`src/rtl/smb_dac_pkg.sv`:
```
package smb_dac_pkg;

   typedef enum logic [2:0] {
      PH_IDLE  = 3'd0,
      PH_ADDR  = 3'd1,
      PH_CMD   = 3'd2,
      PH_WDATA = 3'd3,
      PH_RDATA = 3'd4
   } phase_t;

   typedef enum logic {
      SEL_CODE = 1'b0,
      SEL_CFG  = 1'b1
   } regsel_t;

   localparam logic [7:0] CMD_SEL_CODE = 8'h00;
   localparam logic [7:0] CMD_SEL_CFG  = 8'h01;

endpackage

```
`src/rtl/smb_line_sync.sv`:
```
module smb_line_sync #(
   parameter int STAGES = 2
) (
   input  logic clk,
   input  logic rst_n,
   input  logic line_i,
   output logic line_s,
   output logic line_q,
   output logic rise,
   output logic fall
);
   if (STAGES < 2) begin : g_bad_stages
      $error("smb_line_sync: STAGES must be at least 2");
   end

   logic [STAGES:0] pipe;

   always_ff @(posedge clk or negedge rst_n) begin
      if (!rst_n) pipe <= '1;
      else        pipe <= {pipe[STAGES-1:0], line_i};
   end

   assign line_s = pipe[STAGES-1];
   assign line_q = pipe[STAGES];
   assign rise   = line_s & ~line_q;
   assign fall   = ~line_s & line_q;
endmodule

```
`src/rtl/smb_byte_engine.sv`:
```
module smb_byte_engine
   import smb_dac_pkg::*;
#(
   parameter int          ADDR_W   = 7,
   parameter logic [6:0]  SLV_ADDR = 7'b1001000,
   parameter int          MAX_CODE_BYTES = 2
) (
   input  logic       clk,
   input  logic       rst_n,
   input  logic       scl_rise,
   input  logic       scl_fall,
   input  logic       sda_s,
   input  logic       start_det,
   input  logic       stop_det,
   input  regsel_t    ptr,
   input  logic [7:0] tx_byte,
   output logic       rd_idx,
   output logic       drv_low,
   output logic       ptr_we,
   output regsel_t    ptr_val,
   output logic       wr_stb,
   output logic       wr_idx,
   output logic [7:0] wr_byte,
   output logic       bound_stop,
   output logic       any_cond
);
   if (ADDR_W != 7) begin : g_bad_addr
      $error("smb_byte_engine: only 7-bit addressing is supported");
   end
   if (MAX_CODE_BYTES < 1 || MAX_CODE_BYTES > 2) begin : g_bad_bytes
      $error("smb_byte_engine: MAX_CODE_BYTES must be 1 or 2");
   end

   localparam int CNT_W = 4;
   localparam logic [CNT_W-1:0] LAST_BIT = CNT_W'(8);
   localparam logic [CNT_W-1:0] ACK_SLOT = CNT_W'(9);

   phase_t           phase;
   logic [CNT_W-1:0] bit_cnt;
   logic [7:0]       shreg;
   logic [7:0]       txsh;
   logic             ack_q;
   logic             mack;
   logic [1:0]       wr_cnt;
   logic             accept_c;

   always_comb begin
      accept_c = 1'b0;
      unique case (phase)
         PH_ADDR:  accept_c = (shreg[7:1] == SLV_ADDR);
         PH_CMD:   accept_c = (shreg == CMD_SEL_CODE) || (shreg == CMD_SEL_CFG);
         PH_WDATA: accept_c = (ptr == SEL_CFG) ? (wr_cnt == 2'd0)
                                               : (wr_cnt < 2'(MAX_CODE_BYTES));
         default:  accept_c = 1'b0;
      endcase
   end

   assign any_cond   = start_det | stop_det;
   assign bound_stop = stop_det & (phase == PH_WDATA) & (bit_cnt <= CNT_W'(1));

   always_ff @(posedge clk or negedge rst_n) begin
      if (!rst_n) begin
         phase   <= PH_IDLE;
         bit_cnt <= '0;
         shreg   <= '0;
         txsh    <= '0;
         ack_q   <= 1'b0;
         mack    <= 1'b0;
         wr_cnt  <= '0;
         rd_idx  <= 1'b0;
         drv_low <= 1'b0;
         ptr_we  <= 1'b0;
         ptr_val <= SEL_CODE;
         wr_stb  <= 1'b0;
         wr_idx  <= 1'b0;
         wr_byte <= '0;
      end else begin
         ptr_we <= 1'b0;
         wr_stb <= 1'b0;
         if (start_det) begin
            phase   <= PH_ADDR;
            bit_cnt <= '0;
            drv_low <= 1'b0;
            wr_cnt  <= '0;
            rd_idx  <= 1'b0;
         end else if (stop_det) begin
            phase   <= PH_IDLE;
            bit_cnt <= '0;
            drv_low <= 1'b0;
         end else begin
            unique case (phase)
               PH_IDLE: ;
               PH_ADDR, PH_CMD, PH_WDATA: begin
                  if (scl_rise && bit_cnt < LAST_BIT) begin
                     shreg   <= {shreg[6:0], sda_s};
                     bit_cnt <= bit_cnt + CNT_W'(1);
                  end
                  if (scl_fall && bit_cnt == LAST_BIT) begin
                     if (accept_c) begin
                        drv_low <= 1'b1;
                        ack_q   <= 1'b1;
                        bit_cnt <= ACK_SLOT;
                     end else begin
                        phase   <= PH_IDLE;
                        bit_cnt <= '0;
                     end
                  end else if (scl_fall && bit_cnt == ACK_SLOT) begin
                     drv_low <= 1'b0;
                     bit_cnt <= '0;
                     ack_q   <= 1'b0;
                     if (phase == PH_ADDR) begin
                        if (shreg[0]) begin
                           phase   <= PH_RDATA;
                           txsh    <= tx_byte;
                           drv_low <= ~tx_byte[7];
                        end else begin
                           phase <= PH_CMD;
                        end
                     end else if (phase == PH_CMD) begin
                        ptr_we  <= 1'b1;
                        ptr_val <= shreg[0] ? SEL_CFG : SEL_CODE;
                        phase   <= PH_WDATA;
                        wr_cnt  <= '0;
                     end else begin
                        wr_stb  <= 1'b1;
                        wr_idx  <= wr_cnt[0];
                        wr_byte <= shreg;
                        wr_cnt  <= wr_cnt + 2'd1;
                     end
                  end
               end
               PH_RDATA: begin
                  if (scl_rise) begin
                     if (bit_cnt < LAST_BIT) begin
                        bit_cnt <= bit_cnt + CNT_W'(1);
                     end else if (bit_cnt == LAST_BIT) begin
                        mack    <= ~sda_s;
                        bit_cnt <= ACK_SLOT;
                     end
                  end
                  if (scl_fall) begin
                     if (bit_cnt != '0 && bit_cnt < LAST_BIT) begin
                        txsh    <= {txsh[6:0], 1'b0};
                        drv_low <= ~txsh[6];
                     end else if (bit_cnt == LAST_BIT) begin
                        drv_low <= 1'b0;
                        rd_idx  <= 1'b1;
                     end else if (bit_cnt == ACK_SLOT) begin
                        bit_cnt <= '0;
                        if (mack) begin
                           txsh    <= tx_byte;
                           drv_low <= ~tx_byte[7];
                        end else begin
                           phase <= PH_IDLE;
                        end
                     end
                  end
               end
               default: phase <= PH_IDLE;
            endcase
         end
      end
   end

   AST_IDLE_QUIET: assert property (@(posedge clk) disable iff (!rst_n)
      (phase == PH_IDLE) |-> !drv_low);
   AST_RX_ACK_SLOT_ONLY: assert property (@(posedge clk) disable iff (!rst_n)
      (drv_low && phase != PH_RDATA) |-> (bit_cnt == ACK_SLOT));
   AST_STOP_FREES_LINE: assert property (@(posedge clk) disable iff (!rst_n)
      stop_det && !start_det |=> (!drv_low && phase == PH_IDLE));
   AST_START_TO_ADDR: assert property (@(posedge clk) disable iff (!rst_n)
      start_det |=> (phase == PH_ADDR && bit_cnt == '0 && !drv_low));
endmodule

```
`src/rtl/smb_dac_regs.sv`:
```
module smb_dac_regs
   import smb_dac_pkg::*;
#(
   parameter int CODE_W = 10
) (
   input  logic              clk,
   input  logic              rst_n,
   input  logic              ptr_we,
   input  regsel_t           ptr_val,
   input  logic              wr_stb,
   input  logic              wr_idx,
   input  logic [7:0]        wr_byte,
   input  logic              bound_stop,
   input  logic              any_cond,
   input  logic              rd_idx,
   output regsel_t           ptr,
   output logic [7:0]        tx_byte,
   output logic [CODE_W-1:0] code,
   output logic              shdn,
   output logic              code_upd
);
   if (CODE_W < 9 || CODE_W > 16) begin : g_bad_code_w
      $error("smb_dac_regs: CODE_W must be within 9..16");
   end

   localparam int HI_W = CODE_W - 8;

   logic [7:0] pend;
   logic       pend_v;

   always_ff @(posedge clk or negedge rst_n) begin
      if (!rst_n) begin
         ptr      <= SEL_CODE;
         code     <= '0;
         shdn     <= 1'b0;
         pend     <= '0;
         pend_v   <= 1'b0;
         code_upd <= 1'b0;
      end else begin
         code_upd <= 1'b0;
         if (ptr_we) ptr <= ptr_val;
         if (bound_stop && pend_v) begin
            code[7:0] <= pend;
            code_upd  <= (code[7:0] != pend);
            pend_v    <= 1'b0;
         end else if (any_cond) begin
            pend_v <= 1'b0;
         end else if (wr_stb) begin
            if (ptr == SEL_CFG) begin
               shdn <= wr_byte[0];
            end else if (!wr_idx) begin
               pend   <= wr_byte;
               pend_v <= 1'b1;
            end else if (pend_v) begin
               code     <= {pend[HI_W-1:0], wr_byte};
               code_upd <= (code != {pend[HI_W-1:0], wr_byte});
               pend_v   <= 1'b0;
            end
         end
      end
   end

   always_comb begin
      if (ptr == SEL_CFG)  tx_byte = {7'b0, shdn};
      else if (!rd_idx)    tx_byte = 8'(code[CODE_W-1:8]);
      else                 tx_byte = code[7:0];
   end

   AST_CODE_MOVES_WITH_STROBE: assert property (@(posedge clk) disable iff (!rst_n)
      (code != $past(code)) |-> code_upd);
   AST_STROBE_ONE_CYCLE: assert property (@(posedge clk) disable iff (!rst_n)
      code_upd |=> !code_upd);
endmodule

```
`src/rtl/smb_dac_regif.sv`:
```
module smb_dac_regif
   import smb_dac_pkg::*;
#(
   parameter int         CODE_W      = 10,
   parameter int         SYNC_STAGES = 2,
   parameter logic [6:0] SLV_ADDR    = 7'b1001000
) (
   input  logic              clk,
   input  logic              rst_n,
   input  logic              scl_i,
   input  logic              sda_i,
   output logic              sda_oe_n,
   output logic [CODE_W-1:0] dac_code,
   output logic              standby,
   output logic              code_upd
);
   logic scl_s, scl_q, scl_rise, scl_fall;
   logic sda_s, sda_q, sda_rise, sda_fall;
   logic start_det, stop_det;
   logic drv_low, rd_idx, ptr_we, wr_stb, wr_idx, bound_stop, any_cond;
   regsel_t ptr, ptr_val;
   logic [7:0] tx_byte, wr_byte;

   smb_line_sync #(.STAGES(SYNC_STAGES)) u_scl_sync (
      .clk(clk), .rst_n(rst_n), .line_i(scl_i),
      .line_s(scl_s), .line_q(scl_q), .rise(scl_rise), .fall(scl_fall));

   smb_line_sync #(.STAGES(SYNC_STAGES)) u_sda_sync (
      .clk(clk), .rst_n(rst_n), .line_i(sda_i),
      .line_s(sda_s), .line_q(sda_q), .rise(sda_rise), .fall(sda_fall));

   assign start_det = scl_s & scl_q & sda_fall;
   assign stop_det  = scl_s & scl_q & sda_rise;

   smb_byte_engine #(.ADDR_W(7), .SLV_ADDR(SLV_ADDR), .MAX_CODE_BYTES(2)) u_engine (
      .clk(clk), .rst_n(rst_n), .scl_rise(scl_rise), .scl_fall(scl_fall),
      .sda_s(sda_s), .start_det(start_det), .stop_det(stop_det),
      .ptr(ptr), .tx_byte(tx_byte), .rd_idx(rd_idx), .drv_low(drv_low),
      .ptr_we(ptr_we), .ptr_val(ptr_val), .wr_stb(wr_stb), .wr_idx(wr_idx),
      .wr_byte(wr_byte), .bound_stop(bound_stop), .any_cond(any_cond));

   smb_dac_regs #(.CODE_W(CODE_W)) u_regs (
      .clk(clk), .rst_n(rst_n), .ptr_we(ptr_we), .ptr_val(ptr_val),
      .wr_stb(wr_stb), .wr_idx(wr_idx), .wr_byte(wr_byte),
      .bound_stop(bound_stop), .any_cond(any_cond), .rd_idx(rd_idx),
      .ptr(ptr), .tx_byte(tx_byte), .code(dac_code), .shdn(standby),
      .code_upd(code_upd));

   assign sda_oe_n = ~drv_low;
endmodule

```
`config.mk`:
```
export PLATFORM = sky130hd
export DESIGN_NAME = smb_dac_regif
export DESIGN_NICKNAME = d
export VERILOG_FILES = /design/src/rtl/smb_dac_pkg.sv /design/src/rtl/smb_line_sync.sv /design/src/rtl/smb_byte_engine.sv /design/src/rtl/smb_dac_regs.sv /design/src/rtl/smb_dac_regif.sv
export SDC_FILE = /design/constraint.sdc
export NUM_CORES = 1
export LEC_CHECK = 0
export ABC_AREA = 1
export CAP_MARGIN = 30
export CORE_MARGIN = 1
export CORE_UTILIZATION = 30
export CTS_CLUSTER_DIAMETER = 200
export DETAILED_ROUTE_END_ITERATION = 12
export PLACE_DENSITY = 0.56
export SYNTH_ARGS = -nofsm -noshare
export SYNTH_HDL_FRONTEND = slang
export SYNTH_SLANG_ARGS = --single-unit
```
`constraint.sdc`:
```
create_clock -name clk -period 2.3 [get_ports clk]
set_input_delay 0.46 -clock clk [delete_from_list [all_inputs] [get_ports clk]]
set_output_delay 0.46 -clock clk [all_outputs]
set_load 0.02 [all_outputs]
```
==> results of run 1 <==
## cell usage after synthesis, types with 4 or more instances
master    number
buf_2          6
inv_1         64
nor3_1         6
a21oi_1       18
o21ai_0       27
nand3_2        4
o211ai_1       4
ha_1           5
dfrtp_1       61
inv_2          8
o21ai_1        4
xnor2_1        9
nand3_1       51
nor2_4         4
dfstp_2        6
nand2_1      117
nand4_1       10
o221ai_1       4
nor2_1        38
## final timing paths
kind,slack (ns),startpoint,end,cells after the start
worst max-delay path,0.15,u_engine.bit_cnt[0]$_DFFE_PN0P_,u_engine.bit_cnt[0]$_DFFE_PN0P_,10
worst min-delay path,0.14,rst_n,u_engine.shreg[5]$_DFFE_PN0P_,2
worst max register to register,0.15,u_engine.bit_cnt[0]$_DFFE_PN0P_,u_engine.bit_cnt[0]$_DFFE_PN0P_,10
worst min register to register,0.36,u_scl_sync.pipe[0]$_DFF_PN1_,u_scl_sync.pipe[1]$_DFF_PN1_,0
max in group asynchronous,1.84,rst_n,u_sda_sync.pipe[1]$_DFF_PN1_,2
min in group clk,0.36,u_scl_sync.pipe[0]$_DFF_PN1_,u_scl_sync.pipe[1]$_DFF_PN1_,0
## state kept, by name, summed over array words and instances (netlist names), 2 cells and up
register / count
u_regs.code: 10
u_engine.shreg: 8
u_engine.wr_byte: 8
u_regs.pend: 8
u_engine.txsh: 7
u_engine.bit_cnt: 4
u_engine.phase: 3
u_scl_sync.pipe: 3
u_sda_sync.pipe: 3
u_engine.wr_cnt: 2
## layout by cell type (no fill, tap or decap), types with 6 or more instances in the layout
cell             Yosys  layout
a21oi_1             18      18
buf_4                0       6
clkbuf_16            0       9
clkdlybuf4s50_1      0      15
dfrtp_1             61      60
dfstp_2              6       6
inv_1               64      63
inv_2                8       9
nand2_1            117     117
nand3_1             51      51
nand4_1             10      10
nor2_1              38      38
nor3_1               6       6
o21ai_0             27      27
xnor2_1              9       9
## stage by stage
| step | cell area [µm²] | total power [W] |
|---|---|---|
| floorplan | 3740 | 0.00262 |
| global placement | 4100 | 0.00299 |
| detailed placement | 4100 | 0.00299 |
| CTS | 4380 | 0.00432 |
| global route | 4390 | 0.00465 |
| finish | 4390 | 0.00433 |
## final cells by class
class	count	area [µm²]
flip-flops and latches	67	1690
well taps	168	210
multi-input cells	334	1710
repair buffers	23	220
clock inverters	5	35.0
fillers	1279	7720
clock buffers	11	253
inverters	74	280
## report_power, final
group          switching [W]  total [W]  internal, W
Combinational       0.000987    0.00147     0.000482
Clock               0.000532    0.00132     0.000790
Sequential          0.000178    0.00153      0.00136
Total                0.00170    0.00433      0.00263
## kinds of logic (layout without fill, tap and decap cells)
logic type / Yosys count / in the layout / synth area share, %
buf+inv: 85 / 113 / 9.39
simple gates: 245 / 245 / 29.9
compound gates: 72 / 72 / 11.2
flops: 67 / 67 / 45.0
xor+xnor: 11 / 11 / 2.57
mux: 1 / 1 / 0.301
fa+ha+maj: 5 / 5 / 1.67
## worst max-delay path: cells and delay by family (launching register included)
family / cells / cell delay, ns
AND/OR/NAND/NOR: 7 / 1.05
buffers and inverters: 2 / 0.28
adder cells (fa/ha/maj): 1 / 0.22
flip-flops: 1 / 0.47
## per-layer routing
layer / global-route usage, % / wire length [µm] / vias to the layer above
met4: 7.11 / 213 / 0
li1: - / - / 1630
met5: 0 / 0 / -
met2: 23.9 / 4050 / 61
met1: 21.5 / 4650 / 1481
met3: 3.24 / 287 / 14
## repair_timing
item | 4_1_cts | 5_1_grt
gates resized for setup | 0 | 3
setup buffers | 0 | 1
endpoints found under the setup margin | 0 | 5
==> impl_metrics.py, run 1 <==
metrics = {
    "drt": {
        "wl_per_cell_um": 13.5,
        "drtAntennaViolNets": 0,
        "firstDrtPassIters": 4,
        "via_per_inst": 4.67,
        "drc_errors": 0,
        "vias": 3186,
        "routed_wl_mm": 9.20,
        "drt_iter0_markers": 220,
    },
    "global_route": {
        "grt_max_degree": 68,
        "grt_antenna_before_repair": 0,
        "grt_overflow": 0,
        "grt_pass1_wl_mm": 15.6,
        "grt_pass1_vias": 3070,
        "grt_usage_pct": 15.7,
    },
    "floorplanning": {
        "initial_core_util_pct": 30.9,
        "rows": 40,
        "ios": 17,
        "die_w_um": 114,
        "dieArea_mm2": 0.0129,
        "die_y_um": 114,
        "core_area_mm2": 0.0121,
    },
    "placement": {
        "dp_slack_ns": 0.155,
        "placed_cells": 665,
        "gp_congestion": 0.943,
        "numPortBuffers": 16,
        "post-dp-hpwl_mm": 6.79,
    },
    "sta": {
        "relSlewSlack_pct": 71.1,
        "postLayoutSetupSlackWorst_ns": 0.146,
        "fin_crit_sh_pct": 93.7,
        "setup_viol": 0,
        "rsz0062_at_grt": "no",
        "setup_tns_ns": 0,
        "slew_violations": 0,
        "skew_ns": 0.00747,
        "holdWs_ns": 0.144,
        "hold_violations": 0,
        "period_needed_ns": 2.15,
        "max_freq_mhz": 464,
        "worst_pin_slew_ns": 0.430,
    },
    "cts": {
        "clockRootBuffer": "clkbuf_16",
        "cts_buffer_depth": 2,
        "ctsHoldBuffers": 0,
        "cts_buffers": 9,
        "htree_levels": 3,
        "cts_tree": "yes",
        "clock_latency_ns": 0.34,
        "clkTransAtPathRegs_ns": 0.06,
        "clock_sinks": 67,
    },
    "synth": {
        "synth_edf_count": 0,
        "yosysSeqAreaShare_pct": 45.0,
        "synth.distinct_cells": 41,
        "synth_largest_area_cell": "dfrtp_1",
        "synth_nets": 495,
        "synthArstFlopShare_pct": 100,
        "synth_area_per_cell_um2": 7.70,
        "yosys.area.top_type_share_pct": 40.8,
        "yosysWarnings": 0,
        "netlist_area_mm2": 0.00374,
        "ys.flop_type": "dfrtp_1",
        "ys_top_cells_by_area": "dfrtp_1, nand2_1, nand3_1",
        "synth-seq-cells": 67,
        "synthCells": 486,
    },
    "power": {
        "vdd_ir_drop_max_mv": 0.396,
        "cellLeakagePower_nw": 2.13,
        "powerDensity_mw_per_mm2": 984,
    },
    "critical_path": {
        "worstPathMaxFanout": 10,
        "crit_type": "reg -> reg",
        "critPathMaxStageDelay_ns": 0.47,
        "crit_arrival_ns": 2.38,
        "cpMaxStageDelayCell": "dfrtp_2",
        "crit_required_ns": 2.52,
        "worstSetupStartpointType": "flip-flop",
        "cp_cell_sequence": "inv_1, ha_2, nand3_2, nor2_4, inv_1, nor2_1, nand4_1, and2_1, nand2_1, nand2_1",
        "end_kind": "flip-flop",
    },
    "final_layout": {
        "areaGrowthSynthToFinish_pct": 17.4,
        "fin_cells": 682,
        "drive_above_1_share_pct": 12.1,
        "diodes": 0,
        "fin_util_pct": 36.3,
        "layout.nets": 518,
    },
    "min_path": {
        "hp-class": "in -> async",
    },
    "flow_run": {
        "cap_violations": 0,
    },
    "run_status": {
        "status": "completed",
    },
}
No activity file was read; power rests on OpenSTA's default activity.
==> inputs of run 2 (changes only) <==
Settings changed: ABC_CLOCK_PERIOD_IN_PS from default to 2300, CORE_UTILIZATION 30 to 60, PLACE_DENSITY 0.56 to 0.9.
==> run 2 against run 1 <==
Utilization rose by 34 points. Power fell by 7.0%. Register-to-register slack got worse by 0.03 ns. Clock skew barely moved. Via count rose by 8.5%. Clock-buffer cell count did not move. Critical path type unchanged. Highest routed layer unchanged.
==> impl_metrics.py, run 2 (same netlist as run 1, synthesis figures left out) <==
metrics = {
    "placement": {
        "post-dp-hpwl_mm": 6.54,
        "gp_congestion": 0.988,
        "numPortBuffers": 16,
        "place_area_mm2": 0.00398,
    },
    "critical_path": {
        "end_kind": "flip-flop",
        "crit_required_ns": 2.53,
        "crit_type": "reg -> reg",
        "worstPathMaxFanout": 7,
        "r2r_slack_ns": 0.12,
        "crit_arrival_ns": 2.41,
        "worstSetupStartpointType": "flip-flop",
    },
    "final_layout": {
        "drive_above_1_share_pct": 11.5,
        "layout.nets": 518,
        "fin_util_pct": 70.4,
        "layout_common_cells": "nand2_1, inv_1, dfrtp_1, nand3_1, nor2_1",
        "final_area_mm2": 0.00419,
        "largest-register": "u_regs.code",
        "mostFrequentLayoutCell": "nand2_1",
        "areaGrowthSynthToFinish_pct": 12.0,
        "largest_reg_flops": 10,
        "diodes": 0,
    },
    "flow_run": {
        "cap_violations": 0,
    },
    "power": {
        "vdd_ir_drop_max_mv": 0.631,
        "p_int_w": 0.00237,
        "totalPowerFinal_w": 0.00402,
        "comb_power_share_pct": 37.1,
        "powerDensity_mw_per_mm2": 960,
        "sequentialPowerShare_pct": 38.0,
        "switching_share_pct": 41.0,
        "pwr-share-clk_pct": 24.9,
        "cellLeakagePower_nw": 2.09,
        "switchingPower_w": 0.00165,
    },
    "sta": {
        "slew_violations": 0,
        "max_freq_mhz": 459,
        "period_needed_ns": 2.18,
        "relSlewSlack_pct": 69.2,
        "rsz0062_at_grt": "no",
        "skew_ns": 0.00780,
        "fin_crit_sh_pct": 94.8,
        "setup_viol": 0,
        "hold_violations": 0,
        "setup_tns_ns": 0,
        "worst_pin_slew_ns": 0.461,
    },
    "cts": {
        "cts_buffers": 9,
        "clock_latency_ns": 0.35,
        "clkTransAtPathRegs_ns": 0.08,
        "htree_levels": 3,
        "cts_buffer_depth": 2,
        "clockRootBuffer": "clkbuf_8",
        "clock_sinks": 67,
        "cts_tree": "yes",
    },
    "drt": {
        "wl_per_cell_um": 15.4,
        "via_per_inst": 5.87,
        "drtAntennaViolNets": 0,
        "routed_wl_mm": 9.06,
        "firstDrtPassIters": 5,
        "drc_errors": 0,
        "drt_iter0_markers": 487,
        "vias": 3458,
    },
    "global_route": {
        "grt_overflow": 0,
        "grt_antenna_before_repair": 0,
        "grt_usage_pct": 30.5,
        "grt_max_degree": 68,
        "grt_pass1_wl_mm": 14.9,
        "grt_pass1_vias": 3107,
    },
    "floorplanning": {
        "die_y_um": 81.0,
        "dieArea_mm2": 0.00656,
        "rows": 28,
        "ios": 17,
        "initial_core_util_pct": 62.9,
        "core_area_mm2": 0.00596,
        "die_w_um": 81.0,
    },
    "run_status": {
        "status": "completed",
    },
    "min_path": {
        "hp-class": "in -> async",
    },
}
-- run 2: final timing paths --
path,startpoint,to,depth (start not counted)
setup / recovery,u_engine.bit_cnt[1]$_DFFE_PN0P_,u_engine.bit_cnt[0]$_DFFE_PN0P_,10
hold / removal,rst_n,u_regs.pend[4]$_DFFE_PN0P_,2
setup reg to reg,u_engine.bit_cnt[1]$_DFFE_PN0P_,u_engine.bit_cnt[0]$_DFFE_PN0P_,10
hold reg to reg,u_scl_sync.pipe[0]$_DFF_PN1_,u_scl_sync.pipe[1]$_DFF_PN1_,0
max in group asynchronous,rst_n,u_sda_sync.pipe[2]$_DFF_PN1_,2
min in group clk,u_scl_sync.pipe[0]$_DFF_PN1_,u_scl_sync.pipe[1]$_DFF_PN1_,0
-- run 2: metal layers --
layer / wire length, µm / track usage [%] / vias up
met3: 639 / 5.06 / 23
met4: 239 / 15.7 / 0
li1: - / - / 1634
met1: 4040 / 42.5 / 1643
met5: 0 / 0 / -
met2: 4140 / 45.7 / 158
-- run 2: cell type report --
class | count | area, µm²
sequential | 67 | 1690
clock inverter | 5 | 62.6
multi-input combinational | 334 | 1710
tap | 75 | 93.8
clock buffer | 11 | 141
inverter | 74 | 280
timing repair buffer | 23 | 220
fill | 443 | 1760
-- run 2: worst max-delay path, cell delays in order, from the launching register on --
cell and delay, ns:
dfrtp_1 0.46, inv_1 0.16, ha_1 0.26, nand3_2 0.18, nor2_4 0.25, inv_1 0.13, nor2_1 0.14, nand4_1 0.17
and2_1 0.21, nand2_1 0.06, nand2_1 0.05
-- run 2: power groups by stage --
stage	combinational [W]	clock [W]	sequential (W)
global placement	0.00143	0	0.00154
finish	0.00149	0.00100	0.00153
floorplan	0.00115	0	0.00148
detailed placement	0.00145	0	0.00154
global route	0.00168	0.00106	0.00155
CTS	0.00146	0.00102	0.00152
-- run 2: what timing repair did --
item | in CTS | in global routing
gates resized for setup | 0 | 1
hold buffers | 0 | 0
setup endpoints to repair | 0 | 1
setup buffers | 0 | 1
-- run 2: through the flow --
| stage | worst slack [ns] | hold WS, ns | std cells |
|---|---|---|---|
| finish | 0.120 | 0.109 | 589 |
| global route | 0.00765 | 0.152 | 589 |
| global placement | 0.268 | 0.346 | 572 |
| CTS | 0.162 | 0.134 | 588 |
| floorplan | 0.369 | 0.164 | 486 |
| detailed placement | 0.167 | 0.347 | 572 |
==> inputs of run 3 (changes only) <==
Settings changed: CAP_MARGIN 30 to default.
==> results of run 3 <==
The final DEF is identical to that of run 2; final timing and power are the same.
